`config.mk`:
```
export PLATFORM = sky130hd
export DESIGN_NAME = msf_autotry
export DESIGN_NICKNAME = d
export VERILOG_FILES = /design/src/rtl/msf_pkg.sv /design/src/rtl/msf_phase_timer.sv /design/src/rtl/msf_flap_flag.sv /design/src/rtl/msf_autotry.sv
export SDC_FILE = /design/constraint.sdc
export NUM_CORES = 1
export LEC_CHECK = 0
export BUFFER_PORTS_ARGS = -buffer_cell sky130_fd_sc_hd__buf_2
export CAP_MARGIN = 20
export CORE_MARGIN = 1
export CORE_UTILIZATION = 50
export CTS_CLUSTER_SIZE = 20
export DETAILED_ROUTE_END_ITERATION = 8
export PLACE_DENSITY = 0.69
export SLEW_MARGIN = 20
export SYNTH_ARGS = -nofsm -noshare
export SYNTH_HDL_FRONTEND = slang
export SYNTH_SLANG_ARGS = --single-unit
```
`constraint.sdc`:
```
create_clock -name clk -period 3.13 [get_ports clk]
set_clock_uncertainty 0.15 [all_clocks]
set_input_delay 0.626 -clock clk [delete_from_list [all_inputs] [get_ports clk]]
set_output_delay 0.626 -clock clk [all_outputs]
set_load 0.005 [all_outputs]
```
`src/rtl/msf_pkg.sv`:
```
package msf_pkg;

    typedef enum logic [2:0] {
        ST_IDLE,
        ST_CHK_HI,
        ST_CHK_LO,
        ST_SETTLE,
        ST_DARK,
        ST_LIGHT,
        ST_POLL,
        ST_FALLBACK
    } msf_state_e;

    typedef struct packed {
        logic hi;   // 10G
        logic lo;   // 1G
    } spd_mask_t;

    function automatic logic is_timed(msf_state_e s);
        return (s == ST_SETTLE) || (s == ST_DARK) || (s == ST_LIGHT) || (s == ST_POLL);
    endfunction

    function automatic int imax(int a, int b);
        return (a > b) ? a : b;
    endfunction

endpackage

```
`src/rtl/msf_phase_timer.sv`:
```
module msf_phase_timer #(
    parameter int CW = 8
) (
    input  logic          clk,
    input  logic          rst,
    input  logic          clr,
    input  logic          tick,
    input  logic [CW-1:0] limit,
    output logic          expire
);
    logic [CW-1:0] cnt;

    assign expire = !clr && tick && (cnt == limit - CW'(1));

    always_ff @(posedge clk) begin
        if (rst || clr)
            cnt <= '0;
        else if (tick)
            cnt <= expire ? '0 : cnt + CW'(1);
    end

    // Phase counter never runs past the window it is timing
    p_cnt_below_limit_r4: assert property (@(posedge clk) disable iff (rst)
        !clr |-> (cnt < limit));

endmodule

```
`src/rtl/msf_flap_flag.sv`:
```
module msf_flap_flag (
    input  logic clk,
    input  logic rst,
    input  logic set,
    input  logic clr,
    output logic pending
);
    always_ff @(posedge clk) begin
        if (rst)
            pending <= 1'b0;
        else if (set)
            pending <= 1'b1;
        else if (clr)
            pending <= 1'b0;
    end

    p_set_wins_r6: assert property (@(posedge clk) disable iff (rst)
        set |=> pending);

endmodule

```
`src/rtl/msf_autotry.sv`:
```
module msf_autotry
    import msf_pkg::*;
#(
    parameter int SETTLE_TICKS = 400,
    parameter int DARK_TICKS   = 1,
    parameter int LIGHT_TICKS  = 20,
    parameter int POLL_TICKS   = 1000,
    parameter int POLLS_HI     = 5,
    parameter int POLLS_LO     = 1
) (
    input  logic       clk,
    input  logic       rst,
    input  logic       start,
    input  logic       restart_req,
    input  logic [1:0] req_speed,
    input  logic [1:0] sup_speed,
    input  logic       link_up,
    input  logic       link_at_hi,
    input  logic       tick,
    output logic       rate_select,
    output logic       laser_off,
    output logic [1:0] adv_speed,
    output logic       done,
    output logic       fail
);
    localparam int MAXT = imax(imax(SETTLE_TICKS, DARK_TICKS), imax(LIGHT_TICKS, POLL_TICKS));
    localparam int CW   = $clog2(MAXT + 1);
    localparam int MAXP = imax(POLLS_HI, POLLS_LO);
    localparam int PW   = (MAXP > 1) ? $clog2(MAXP) : 1;
    localparam logic [PW-1:0] LAST_HI = PW'(POLLS_HI - 1);
    localparam logic [PW-1:0] LAST_LO = PW'(POLLS_LO - 1);

    msf_state_e    state;
    spd_mask_t     eff, tried;
    logic          cur_hi;
    logic [PW-1:0] polls;
    logic [CW-1:0] limit;
    logic          expire, t_clr, pending, flap_clr, last_poll;
    logic          rate_q, done_q, fail_q;
    logic [1:0]    adv_q;

    always_comb begin
        case (state)
            ST_SETTLE: limit = CW'(SETTLE_TICKS);
            ST_DARK:   limit = CW'(DARK_TICKS);
            ST_LIGHT:  limit = CW'(LIGHT_TICKS);
            ST_POLL:   limit = CW'(POLL_TICKS);
            default:   limit = CW'(1);
        endcase
    end

    assign t_clr     = !is_timed(state);
    assign flap_clr  = (state == ST_DARK) && expire;
    assign last_poll = (polls == (cur_hi ? LAST_HI : LAST_LO));

    msf_phase_timer #(.CW(CW)) u_timer (
        .clk(clk), .rst(rst), .clr(t_clr), .tick(tick), .limit(limit), .expire(expire)
    );

    msf_flap_flag u_flap (
        .clk(clk), .rst(rst), .set(restart_req), .clr(flap_clr), .pending(pending)
    );

    always_ff @(posedge clk) begin
        if (rst) begin
            state  <= ST_IDLE;
            eff    <= '0;
            tried  <= '0;
            cur_hi <= 1'b0;
            polls  <= '0;
            rate_q <= 1'b0;
            done_q <= 1'b0;
            fail_q <= 1'b0;
            adv_q  <= '0;
        end else begin
            done_q <= 1'b0;
            case (state)
                ST_IDLE: if (start) begin
                    eff   <= spd_mask_t'(req_speed & sup_speed);
                    tried <= '0;
                    state <= ST_CHK_HI;
                end
                ST_CHK_HI: if (eff.hi) begin
                    tried.hi <= 1'b1;
                    if (link_up && link_at_hi) begin
                        state <= ST_IDLE; done_q <= 1'b1; fail_q <= 1'b0; adv_q <= eff;
                    end else begin
                        rate_q <= 1'b1; cur_hi <= 1'b1; polls <= '0; state <= ST_SETTLE;
                    end
                end else begin
                    state <= ST_CHK_LO;
                end
                ST_CHK_LO: if (eff.lo) begin
                    tried.lo <= 1'b1;
                    if (link_up && !link_at_hi) begin
                        state <= ST_IDLE; done_q <= 1'b1; fail_q <= 1'b0; adv_q <= eff;
                    end else begin
                        rate_q <= 1'b0; cur_hi <= 1'b0; polls <= '0; state <= ST_SETTLE;
                    end
                end else begin
                    state <= ST_FALLBACK;
                end
                ST_SETTLE: if (expire) state <= pending ? ST_DARK : ST_POLL;
                ST_DARK:   if (expire) state <= ST_LIGHT;
                ST_LIGHT:  if (expire) state <= ST_POLL;
                ST_POLL: if (expire) begin
                    if (link_up) begin
                        state <= ST_IDLE; done_q <= 1'b1; fail_q <= 1'b0; adv_q <= eff;
                    end else if (last_poll) begin
                        state <= cur_hi ? ST_CHK_LO : ST_FALLBACK;
                    end else begin
                        polls <= polls + PW'(1);
                    end
                end
                ST_FALLBACK: begin
                    if (tried.hi && tried.lo) rate_q <= 1'b1;
                    state  <= ST_IDLE;
                    done_q <= 1'b1;
                    fail_q <= 1'b1;
                    adv_q  <= eff;
                end
                default: state <= ST_IDLE;
            endcase
        end
    end

    assign rate_select = rate_q;
    assign laser_off   = (state == ST_DARK);
    assign adv_speed   = adv_q;
    assign done        = done_q;
    assign fail        = fail_q;

    // moving to 10G only happens when 10G is in the effective set
    p_hi_only_if_allowed_r1: assert property (@(posedge clk) disable iff (rst)
        $rose(rate_select) |-> eff.hi);

    // the laser goes dark only straight out of the settle phase
    p_dark_after_settle_r5: assert property (@(posedge clk) disable iff (rst)
        $rose(laser_off) |-> $past(state) == ST_SETTLE);

    // leaving the dark phase consumes the pending flap unless re-requested
    p_flap_consumed_r6: assert property (@(posedge clk) disable iff (rst)
        (state == ST_LIGHT && $past(state) == ST_DARK) |-> (!pending || $past(restart_req)));

    // the rate select holds steady across poll windows
    p_rate_steady_poll_r7: assert property (@(posedge clk) disable iff (rst)
        (state == ST_POLL && $past(state) == ST_POLL) |-> $stable(rate_select));

    // a two-speed failure leaves the module at 10G
    p_fallback_hi_r9: assert property (@(posedge clk) disable iff (rst)
        (done && fail && tried.hi && tried.lo) |-> rate_select);

    // done is a single-cycle pulse
    p_done_pulse_r10: assert property (@(posedge clk) disable iff (rst)
        done |=> !done);

    // a start during a run leaves the running speed set alone
    p_start_ignored_r11: assert property (@(posedge clk) disable iff (rst)
        (state != ST_IDLE && start) |=> $stable(eff));

endmodule

```
After elaboration in Yosys (flattened, before gate mapping). Cells that the tools add are included.

Register bits after elaboration: 27. Output and inout port bits: 6. Word-level logic and storage cells: 130.

Add/sub/neg operators: 3. Eq/ne operators: 25. Muxes and demuxes: 60. Bitwise gates (word level): 1. Reduce and logical (&&, ||, !) cells: 28.

Operators by type and width (number): 3-bit 2-to-1 mux (17); 10-bit one-hot mux with 3 select lines (1); 2-bit != test, second input constant (14); 3-bit one-hot mux with 8 select lines (1); 2-bit 2-to-1 mux (11); 1-bit 2-to-1 mux (21); 3-bit equality test, second input constant (4); 6-bit AND reduction (2); 10-bit by 1-bit adder with 10-bit output, second input constant (1); 10-bit equality test (1); 10-bit 2-to-1 mux (1); 10-bit by 1-bit subtractor with 10-bit output, second input constant (1); 3-bit one-hot mux with 3 select lines (1); 1-bit one-hot mux with 4 select lines (2); 2-bit one-hot mux with 4 select lines (1); 8-bit AND reduction (1); 2-bit nonzero test (4); 7-bit AND reduction (1); 3-bit by 2-bit equality test with 1-bit output, second input constant (2); 1-bit logical AND (6); 1-bit one-hot mux with 2 select lines (3); 3-bit AND reduction (2); 3-bit nonzero test (2); 5-bit AND reduction (1); 12 further kinds (16).

Longest topological paths before layout. Gate-level depths: netlist of the first run.

Word-level depth: 9. Gate-level depth with buffers: 9.

Cells and area by module. Synthesis of the first run repeated with hierarchy kept, for this count alone.

Cell total of the unflattened synthesis: 236. Area, all modules: 1876.8 µm².

By module, submodules not included: msf_autotry (instances 1, cells each 138, area each 1041.0 µm², sequential area each 320.3 µm²); msf_phase_timer (instances 1, cells each 94, area each 797.0 µm², sequential area each 200.2 µm²); msf_flap_flag (instances 1, cells each 4, area each 38.8 µm², sequential area each 20.0 µm²).

Least setup slack after synthesis of the first run. No wires, ideal clock.

Kind: register to register. Start point: reg state[0]. End point: reg adv_q[0], in the netlist adv_speed[0]. Setup time: 0.121 ns. Arrival: 2.220 ns. Required time: 2.859 ns. Path slack: 0.639 ns. Cell stages (with the launch flop): 8. Buffers on the path: 1. Clock period less this slack: 2.491 ns. Cells stage by stage: dfxtp_1 > xor2_1 > a2111oi_2 > o221ai_2 > or4_4 > buf_6 > a21o_1 > mux2_4.

Longest elaborated chain between the ends: 8.

RTL lines: start: declaration (line msf_autotry.sv:33) `msf_state_e state;`; start signal: assignment (line msf_autotry.sv:103) `ST_SETTLE: if (expire) state <= pending ? ST_DARK : ST_POLL;`; start signal: assignment (line msf_autotry.sv:110) `state <= cur_hi ? ST_CHK_LO : ST_FALLBACK;`; branches (longest 8 deep; another with 10-bit by 1-bit subtractor with 10-bit output); end signal: assignment (line msf_autotry.sv:74) `adv_q <= '0;`; end signal: assignment (line msf_autotry.sv:86) `state <= ST_IDLE; done_q <= 1'b1; fail_q <= 1'b0; adv_q <= eff;`; end signal: assignment (line msf_autotry.sv:96) `state <= ST_IDLE; done_q <= 1'b1; fail_q <= 1'b0; adv_q <= eff;`; end: declaration (line msf_autotry.sv:40) `logic [1:0] adv_q;`.

Several ways; the timed one is not identified. A chain may end at the register's enable or synchronous reset.

Worst setup path in the final report of the first run.
Start point: reg state[1]. End point: reg adv_q[1], in the netlist adv_speed[1].

The elaborated chain is that of the path after synthesis.

==> impl_metrics.tcl, run 1 <==
set metrics [dict create \
    reg2reg_slack_ps 470 \
    timing.critical_path.from "state[1]" \
    drt-pass1-iter-count 5 \
    clock_tree.buffer_depth 2 \
    rsz0062_at_grt "no" \
    syn_nets 228 \
    synth-edff-count 0 \
    clock_latency_ps 320 \
    critPathRequiredTime_ps 3210 \
    hp-start "restart_req" \
    critPathLaunchType "register" \
    ratio_of_total_power_to_cell_area_nw_per_um2 682 \
    holdBufCountCts 0 \
    cts_root_buffer_type "clkbuf_4" \
    run_status "finished, final reports clean" \
    syn2layout_area_growth_pct 7.33 \
    placement.io_buffers 16 \
    power_w 0.00125 \
    synthDistinctLibCells 54 \
    synth_warn 0 \
    power.ir.vdd_worst_v 0.000353 \
    diodes 0 \
    maxCapViolCount 0 \
    cp_data_arrival_time_ps 2740 \
    coreArea_um2 3150 \
    grt_remaining_overflow 0 \
    ioPinCount 17 \
    synth_area_leader_cell "dfxtp_1" \
    remaining_drc_errors 0 \
    h-tree-depth 1 \
    design_area_um2 1830 \
    worst_pin_slew_ps 572 \
    syn-instance-count 214 \
    num-nets-final 240 \
    first_global_vias 1558 \
    path_clk_slew_ps 150 \
    reg2reg_from "state[1]" \
    synth.area.top_cells "dfxtp_1 (32%), nor2_1 (6.2%), a21oi_1 (5.0%), xor2_1 (3.6%), nand3_1 (3.2%)" \
    antenna_found_initial 0 \
    cellLeakagePower_nw 0.671 \
    slew_viol_final 0 \
    dp.final_hpwl_mm 3.09 \
    finalSetupViolations 0 \
    core.rowCount 20 \
    timing.critical_path.fanout_max 8 \
    drt_iter0_markers 50 \
    globalplace.congestion 0.916 \
    synth-seq-area-share 0.316 \
    ant_nets 0 \
    num-fill-cells 317 \
    critPathKind "register to register" \
    max-slew-margin-rel 0.615 \
    crit_path_cell_trace "or3b_1 > a211oi_2 > nor2_1 > or4_4 > a21o_1 > mux2_4" \
    cts_tree "done" \
    grt_max_degree 29 \
    achievable-frequency_mhz 376 \
    vias 1575 \
    postSynthAreaPerCell_um2 7.98 \
    flip_flop_cell_with_the_highest_count_after_synthesis "dfxtp_1" \
    final_cells 269 \
    first_pass_grt_wire_length_mm 7.03 \
    post_cts_buffers 0 \
    critPathMaxStageDelay_ps 530 \
    cts_num_sinks 27 \
    number_of_synthesized_register_bits 27 \
    dieArea_um2 3650 \
    layout_min_cycle_time_ps 2660 \
    routed_wire_length_per_instance_um 15.0 \
    cts_made_buffers 3 \
    placedCellCount 265 \
    layout-drive-gt1-share 0.156 \
    routed_via_density 5.86 \
    timing.critical_path.to_type "register" \
    async_reset_ff_frac 0 \
    ctsResizeCount 0 \
    crit_buf_inv 0 \
    synth.cell_area_um2 1710 \
    track_usage 0.254 \
    wirelength_mm 4.04 \
    holdCritPathClass "primary input to register" \
    finalHoldViolations 0 \
    fp.dieH_um 60.4 \
    initial_standard_cell_utilization_of_the_core 0.542 \
    synth_top_cell_area_share 0.316 \
    setup_tns_ps 0 \
    dpl-instance-area_um2 1810 \
    final_min_period_over_clock_period 0.850 \
    die_w_um 60.4 \
    cpLargestDelayFamily "simple AND/OR/NAND/NOR gates" \
    critical-path-slowest-cell "or4_4" \
]
==> cells in the mapped netlist (all sizes together) (4+ instances only) <==
library cell	n
nor2b	8
inv	8
xnor2	6
xor2	7
o21ai	7
dfxtp	27
o22ai	4
nor3	4
nand2	10
nand3	11
a21oi	17
nand2b	5
nor3b	4
buf	9
a211oi	5
clkbuf	4
nor2	28
==> worst paths after layout <==
check | cells after the start | endpoint
worst max-delay path | 6 | adv_speed[1]
worst min-delay path | 2 | u_flap.pending
worst max register to register | 6 | adv_speed[1]
worst min register to register | 2 | cur_hi
==> flip-flops by register name, summed over array words and instances, names as in the netlist <==
| register | count |
|---|---|
| adv_speed | 2 |
| cur_hi | 1 |
| done | 1 |
| eff | 2 |
| fail | 1 |
| polls | 3 |
| rate_select | 1 |
| state | 3 |
| tried | 2 |
| u_flap.pending | 1 |
| u_timer.cnt | 10 |
==> worst reg2reg max path: stages (launching register included) <==
cell and delay, ps:
dfxtp_1 480, or3b_1 390, a211oi_2 320, nor2_1 130, or4_4 530, a21o_1 250
mux2_4 310
==> routing by layer <==
metal,global-route usage,part of all wire,up-vias
li1,-,-,786
met1,0.314,0.43,742
met2,0.449,0.52,41
met3,0.0341,0.033,6
met4,0.0974,0.016,0
met5,0,0,-
==> cells by family (layout without fill, tap and decap cells) <==
family / Yosys count / count (layout) / share of synthesized area
buf+inv: 22 / 33 / 0.0586
simple gates: 89 / 89 / 0.281
xor+xnor: 13 / 13 / 0.0667
flops: 27 / 27 / 0.316
compound gates: 56 / 56 / 0.226
fa+ha+maj: 4 / 4 / 0.0278
mux: 3 / 3 / 0.0234
==> per-stage QoR <==
stage / setup slack [ps] / util / hold slack, ps
5_1_grt: 310 / 0.581 / 347
3_5_place_dp: 520 / 0.573 / 348
3_3_place_gp: 619 / 0.573 / 336
4_1_cts: 509 / 0.581 / 348
6_report: 471 / 0.581 / 363
2_1_floorplan: 639 / - / 308
==> layout by cell type, fill, tap and decap left out, drive strengths merged, types with 3 or more instances in the layout <==
master   n
o22ai    4
ha       3
nand4    3
xor2     7
a21o     3
inv      8
clkbuf   4
o21a     3
dfxtp   27
nand2   10
xnor2    6
nand3b   3
a211oi   5
buf     20
o21ai    7
nor3     4
a31oi    3
nand2b   5
nor2    28
a21oi   17
nand3   11
nor2b    8
nor3b    4
==> where the power goes <==
group | internal [W] | leakage (nW) | total [W] | switching [W]
clock network | 0.0000499 | 0.0150 | 0.000158 | 0.000108
registers | 0.000383 | 0.219 | 0.000426 | 0.0000437
logic | 0.000266 | 0.437 | 0.000666 | 0.000401
total | 0.000698 | 0.671 | 0.00125 | 0.000552
==> layout make-up <==
| type | instances | area [um2] | share of cell area |
|---|---|---|---|
| flip-flops and latches | 27 | 541 | 0.295 |
| clock buffers | 4 | 26.3 | 0.0143 |
| repair buffers | 20 | 110 | 0.0601 |
| inverters | 9 | 33.8 | 0.0184 |
| well taps | 44 | 55.1 | 0.0300 |
| multi-input cells | 165 | 1070 | 0.582 |
Note: power is estimated with default switching activity, not from simulation.
==> run 2, diff against run 1 <==
Settings changed: ABC_AREA set to 1.
Clock period 3.13 ns to 2.5 ns, I/O delays scaled along.
==> run 2 against run 1 <==
First-iteration DRC count is 68% higher. Sequential share of layout area grew 0.28 points. Utilization grew 0.37 points. Flip-flop and latch count stayed put. Worst setup slack lost 95 ps. Synthesized area is 2.3% lower. Critical path depth decreased by 2. Sequential power is 44% higher. Via count shrank 2.7%. Hold slack lost 140 ps. Critical endpoint is now laser_off. Largest cell class unchanged. Highest routed layer unchanged.
==> impl_metrics.tcl, run 2 <==
set metrics [dict create \
    drt-pass1-iter-count 4 \
    ratio_of_total_power_to_cell_area_nw_per_um2 1030 \
    critPathLaunchType "register" \
    fp.dieH_um 59.8 \
    syn_nets 253 \
    async_reset_ff_frac 0 \
    finalSetupViolations 0 \
    power.ir.vdd_worst_v 0.000614 \
    placedCellCount 297 \
    met1Wirelength_mm 1.82 \
    placement.io_buffers 16 \
    syn-instance-count 239 \
    synth_area_leader_cell "dfxtp_1" \
    first_pass_grt_wire_length_mm 6.02 \
    dr_wl_met3_um 168 \
    top_regs "u_timer.cnt (10), polls (3), state (3)" \
    mostFrequentLayoutCells "nand2_1 (57), nor2_1 (28), dfxtp_1 (27), inv_1 (24), nand3_1 (21)" \
    cellLeakagePower_nw 0.774 \
    critPathKind "register to output port" \
    clock_latency_ps 330 \
    number_of_synthesized_register_bits 27 \
    holdCritPathClass "primary input to register" \
    top_register_by_number_of_flip_flops "u_timer.cnt" \
    post_cts_buffers 0 \
    cts_tree "done" \
    ys_top_cells_by_count "nand2_1 (57), nor2_1 (28), dfxtp_1 (27)" \
    synthDistinctLibCells 31 \
    ant_nets 0 \
    dp.final_hpwl_mm 2.76 \
    flip_flop_count_of_the_largest_register_after_layout 10 \
    final_min_period_over_clock_period 0.849 \
    postSynthAreaPerCell_um2 6.98 \
    synth_xor_area_frac 0.0420 \
    setup_tns_ps 0 \
    cpLargestDelayFamily "flip-flops" \
    routed.top_layer "met4" \
    track_usage 0.220 \
    h-tree-depth 1 \
    run_status "finished, final reports clean" \
    critical-path-slowest-cell "dfxtp_1" \
    met2_wirelength_mm 1.54 \
    globalplace.congestion 1.01 \
    final.setup.worst_slack_ps 376 \
    syn2layout_area_growth_pct 8.77 \
    rsz0062_at_grt "no" \
    crit_buf_inv 2 \
    synth_warn 0 \
    timing.critical_path.to_type "output port" \
    most_common_cell_after_layout_fill_and_taps_aside "nand2_1" \
    synth.cell_area_um2 1670 \
    pre_cts_slack_ps 477 \
    ctsResizeCount 0 \
    diodes 0 \
    coreArea_um2 3100 \
    cts_made_buffers 3 \
    cp_data_arrival_time_ps 1470 \
    maxCapViolCount 0 \
    antenna_found_initial 0 \
    slew_viol_final 0 \
    synth_compound_gate_area_share 0.114 \
    dieArea_um2 3570 \
    synth.area.top_cells "dfxtp_1 (32%), nand2_1 (13%), nand3_1 (6.3%), nor2_1 (6.3%), inv_1 (5.4%)" \
    grt_max_degree 16 \
    post_synth_fa_ha_maj_area_fraction 0.0225 \
    critPathMaxStageDelay_ps 550 \
    critPathRequiredTime_ps 1850 \
    num-nets-final 272 \
    achievable-frequency_mhz 471 \
    layout-drive-gt1-share 0.183 \
    crit_path_cell_trace "inv_1 > nand2_1 > nor2_1 > buf_2" \
    synth_top_family_by_area "simple AND/OR/NAND/NOR gates" \
    layout_min_cycle_time_ps 2120 \
    drt_iter0_markers 84 \
    synth-seq-area-share 0.324 \
    synth_top_cell_area_share 0.324 \
    flip_flop_cell_with_the_highest_count_after_synthesis "dfxtp_1" \
    holdBufCountCts 0 \
    routed_via_density 5.09 \
    routed_wire_length_per_instance_um 11.8 \
    remaining_drc_errors 0 \
    path_clk_slew_ps 140 \
    first_global_vias 1331 \
    worst_pin_slew_ps 519 \
    max-slew-margin-rel 0.653 \
    finalHoldViolations 0 \
    die_w_um 59.8 \
    wirelength_mm 3.56 \
    synth-edff-count 0 \
    yosys-mux-area-fraction 0 \
    yosys.cell_count.top_type "nand2_1" \
    timing.critical_path.fanout_max 9 \
    synth_simple_gate_area_share 0.417 \
    cts_root_buffer_type "clkbuf_4" \
    grt_remaining_overflow 0 \
    vias 1533 \
    clock_tree.buffer_depth 2 \
    cts_num_sinks 27 \
    ioPinCount 17 \
    initial_standard_cell_utilization_of_the_core 0.538 \
    final_cells 301 \
    core.rowCount 20 \
]
-- run 2: cell count changes after synthesis, sizes merged, moves of 4 or more --
cell    before  now
nand2       10   67
nand3       11   24
xnor2        6    2
nand2b       5    0
o22ai        4    0
buf          9    3
inv          8   28
nor2        28   33
nor2b        8    0
-- run 2: kinds of logic after synthesis --
group,Yosys count
XOR/XNOR,8
AND/OR/NAND/NOR,137
adder cells (fa/ha/maj),3
buffers and inverters,32
flip-flops,27
AO/OA/AOI/OAI,32
-- run 2: final cells by class --
| type | instances | area, um2 |
|---|---|---|
| repair buffers | 18 | 95.1 |
| inverters | 28 | 105 |
| flip-flops and latches | 27 | 541 |
| fillers | 318 | 1290 |
| clock buffers | 4 | 26.3 |
| well taps | 44 | 55.1 |
| multi-input cells | 180 | 993 |
-- run 2: final timing paths --
check | cells after the start | start | to | slack (ps)
max reg2reg | 15 | state[0] | state[1] | 420
min | 3 | restart_req | u_flap.pending | 220
min reg2reg | 2 | tried[0] | tried[0] | 320
max | 4 | state[1] | laser_off | 380
-- run 2: through the flow --
step	hold WS (ps)	power (W)	cell area, um2	util
3_5_place_dp	309	0.00168	1790	0.577
4_1_cts	219	0.00188	1820	0.585
6_report	218	0.00188	1820	0.585
5_1_grt	231	0.00204	1820	0.585
2_1_floorplan	282	0.00150	1670	-
3_3_place_gp	301	0.00169	1790	0.577
-- run 2: layer usage --
metal / global-route usage / vias up
li1: - / 815
met1: 0.331 / 673
met2: 0.324 / 41
met3: 0.0411 / 4
met4: 0.0465 / 0
met5: 0 / -
-- run 2: worst min-delay path, cell delays in order --
cell and delay [ps]:
buf_2 80, a21oi_1 30, nor2_1 70
-- run 2: power breakdown --
part | internal, W | total (W) | switching (W)
Clock | 0.0000627 | 0.000193 | 0.000130
Combinational | 0.000378 | 0.00107 | 0.000692
Sequential | 0.000514 | 0.000612 | 0.0000987
==> run 3, diff against run 2 <==
Settings changed: ABC_AREA 1 to 0, PLACE_DENSITY 0.69 to 0.72.
Clock period 2.5 ns to 1.9 ns, I/O delays scaled along.
==> run 3 against run 2 <==
Non-clock buffer count increased by 62. Critical path type is now register to register. Flip-flop and latch count unchanged. Critical endpoint is now adv_speed[0]. The run now ends with setup timing left. Design area increased by 41%. Global-route usage increased by 4.9 points. Sequential share of layout area decreased by 8.3 points. Via count increased by 20%. Sequential power increased by 22%.
==> impl_metrics.tcl, run 3 (synthesis gave the netlist of run 1 again) <==
set metrics [dict create \
    grt_remaining_overflow 0 \
    routed_via_density 5.59 \
    num-fill-cells 215 \
    timing.critical_path.fanout_max 5 \
    diodes 0 \
    routed_wire_length_per_instance_um 15.1 \
    cts_root_buffer_type "clkbuf_4" \
    cts_tree "done" \
    remaining_drc_errors 0 \
    maxCapViolCount 0 \
    ioPinCount 17 \
    first_pass_grt_wire_length_mm 7.39 \
    final.setup.worst_slack_ps -504 \
    critPathLaunchType "register" \
    cts_num_sinks 27 \
    max-slew-margin-rel 0.749 \
    holdBufCountCts 0 \
    timing.critical_path.to_type "register" \
    final_min_period_over_clock_period 1.27 \
    slew_viol_final 0 \
    clock_latency_ps 360 \
    finalHoldViolations 0 \
    holdCritPathClass "primary input to register" \
    initial_standard_cell_utilization_of_the_core 0.542 \
    globalplace.congestion 0.833 \
    design_area_um2 2560 \
    finalSetupViolations 22 \
    drt_iter0_markers 106 \
    placedCellCount 312 \
    critPathKind "register to register" \
    rsz0062_at_grt "yes" \
    path_clk_slew_ps 170 \
    mostFrequentLayoutCells "buf_4 (54), dfxtp_1 (24), nor2_1 (19), buf_2 (16), a21oi_1 (15)" \
    track_usage 0.269 \
    antenna_found_initial 0 \
    clock_tree.buffer_depth 2 \
    top_register_by_number_of_flip_flops "u_timer.cnt" \
    num-nets-final 300 \
    syn2layout_area_growth_pct 50.2 \
    most_common_cell_after_layout_fill_and_taps_aside "buf_4" \
    top_regs "u_timer.cnt (10), polls (3), state (3)" \
    cts_made_buffers 3 \
    first_global_vias 1707 \
    fp.dieH_um 60.4 \
    cellLeakagePower_nw 1.04 \
    achievable-frequency_mhz 416 \
    core.rowCount 20 \
    coreArea_um2 3150 \
    run_status "complete, but fails checks" \
    power.ir.vdd_worst_v 0.000877 \
    dieArea_um2 3650 \
    worst_pin_slew_ps 367 \
    ratio_of_total_power_to_cell_area_nw_per_um2 1180 \
    dp.final_hpwl_mm 3.14 \
    layout-drive-gt1-share 0.449 \
    failed_checks "setup timing" \
    grt_max_degree 23 \
    die_w_um 60.4 \
    critPathRequiredTime_ps 2030 \
    flip_flop_count_of_the_largest_register_after_layout 10 \
    dpl-instance-area_um2 2190 \
    cp_data_arrival_time_ps 2530 \
    drt-pass1-iter-count 4 \
    h-tree-depth 1 \
    layout_min_cycle_time_ps 2400 \
    placement.io_buffers 16 \
    worst_hold_slack_across_all_endpoints_ps 63.4 \
    ant_nets 0 \
    wirelength_mm 4.97 \
    final_cells 329 \
    vias 1838 \
]
==> run 3: path summary, 6_finish.rpt <==
path                     from  cells after the start  slack, ps             end
setup / recovery     state[0]                      6       -500    adv_speed[0]
hold / removal    restart_req                      2         60  u_flap.pending
setup reg to reg     state[0]                      6       -500    adv_speed[0]
hold reg to reg   rate_select                      2        380     rate_select
==> run 3: layer usage <==
layer	vias up	wire, um	track usage
met5	-	0	0
met4	0	137	0.0909
met3	19	204	0.0576
met2	54	2620	0.487
met1	860	2020	0.314
li1	905	-	-
==> run 3: cell type report <==
class | count | area (um2) | share of cell area
clock buffer | 3 | 22.5 | 0.00878
clock inverter | 1 | 7.51 | 0.00293
inverter | 9 | 33.8 | 0.0132
multi-input combinational | 165 | 1270 | 0.494
sequential | 27 | 552 | 0.215
tap | 44 | 55.1 | 0.0215
timing repair buffer | 80 | 628 | 0.245
==> run 3: worst max-delay path, cell delays in order (launching register included) <==
cell and delay [ps]:
dfxtp_4 410, nand3b_1 290, nor2_1 270, o221ai_2 140, or4_4 540, a21o_1 220, mux2_4 310
==> run 3: timing repair <==
| action | in CTS | in global routing |
|---|---|---|
| endpoints found under the setup margin | 22 | 24 |
| gates cloned | 1 | 0 |
| pin swaps | 9 | 5 |
| setup buffers | 3 | 11 |
| resized for setup | 28 | 29 |
==> run 3: report_power, final <==
group / switching [W] / internal, W / total [W]
Sequential: 0.0000952 / 0.000649 / 0.000744
Clock: 0.000196 / 0.0000812 / 0.000277
Combinational: 0.000953 / 0.00105 / 0.00201
==> run 3: stage by stage <==
| stage | setup slack (ps) | utilization | TNS [ps] | power, W |
|---|---|---|---|---|
| after detailed placement | -476 | 0.694 | -8550 | 0.00213 |
| after CTS | -452 | 0.759 | -7820 | 0.00266 |
| final | -504 | 0.813 | -8580 | 0.00303 |
| after floorplan | -478 | - | -5270 | 0.00161 |
| after global placement | -423 | 0.694 | -7500 | 0.00211 |
| after global routing | -546 | 0.813 | -9550 | 0.00318 |
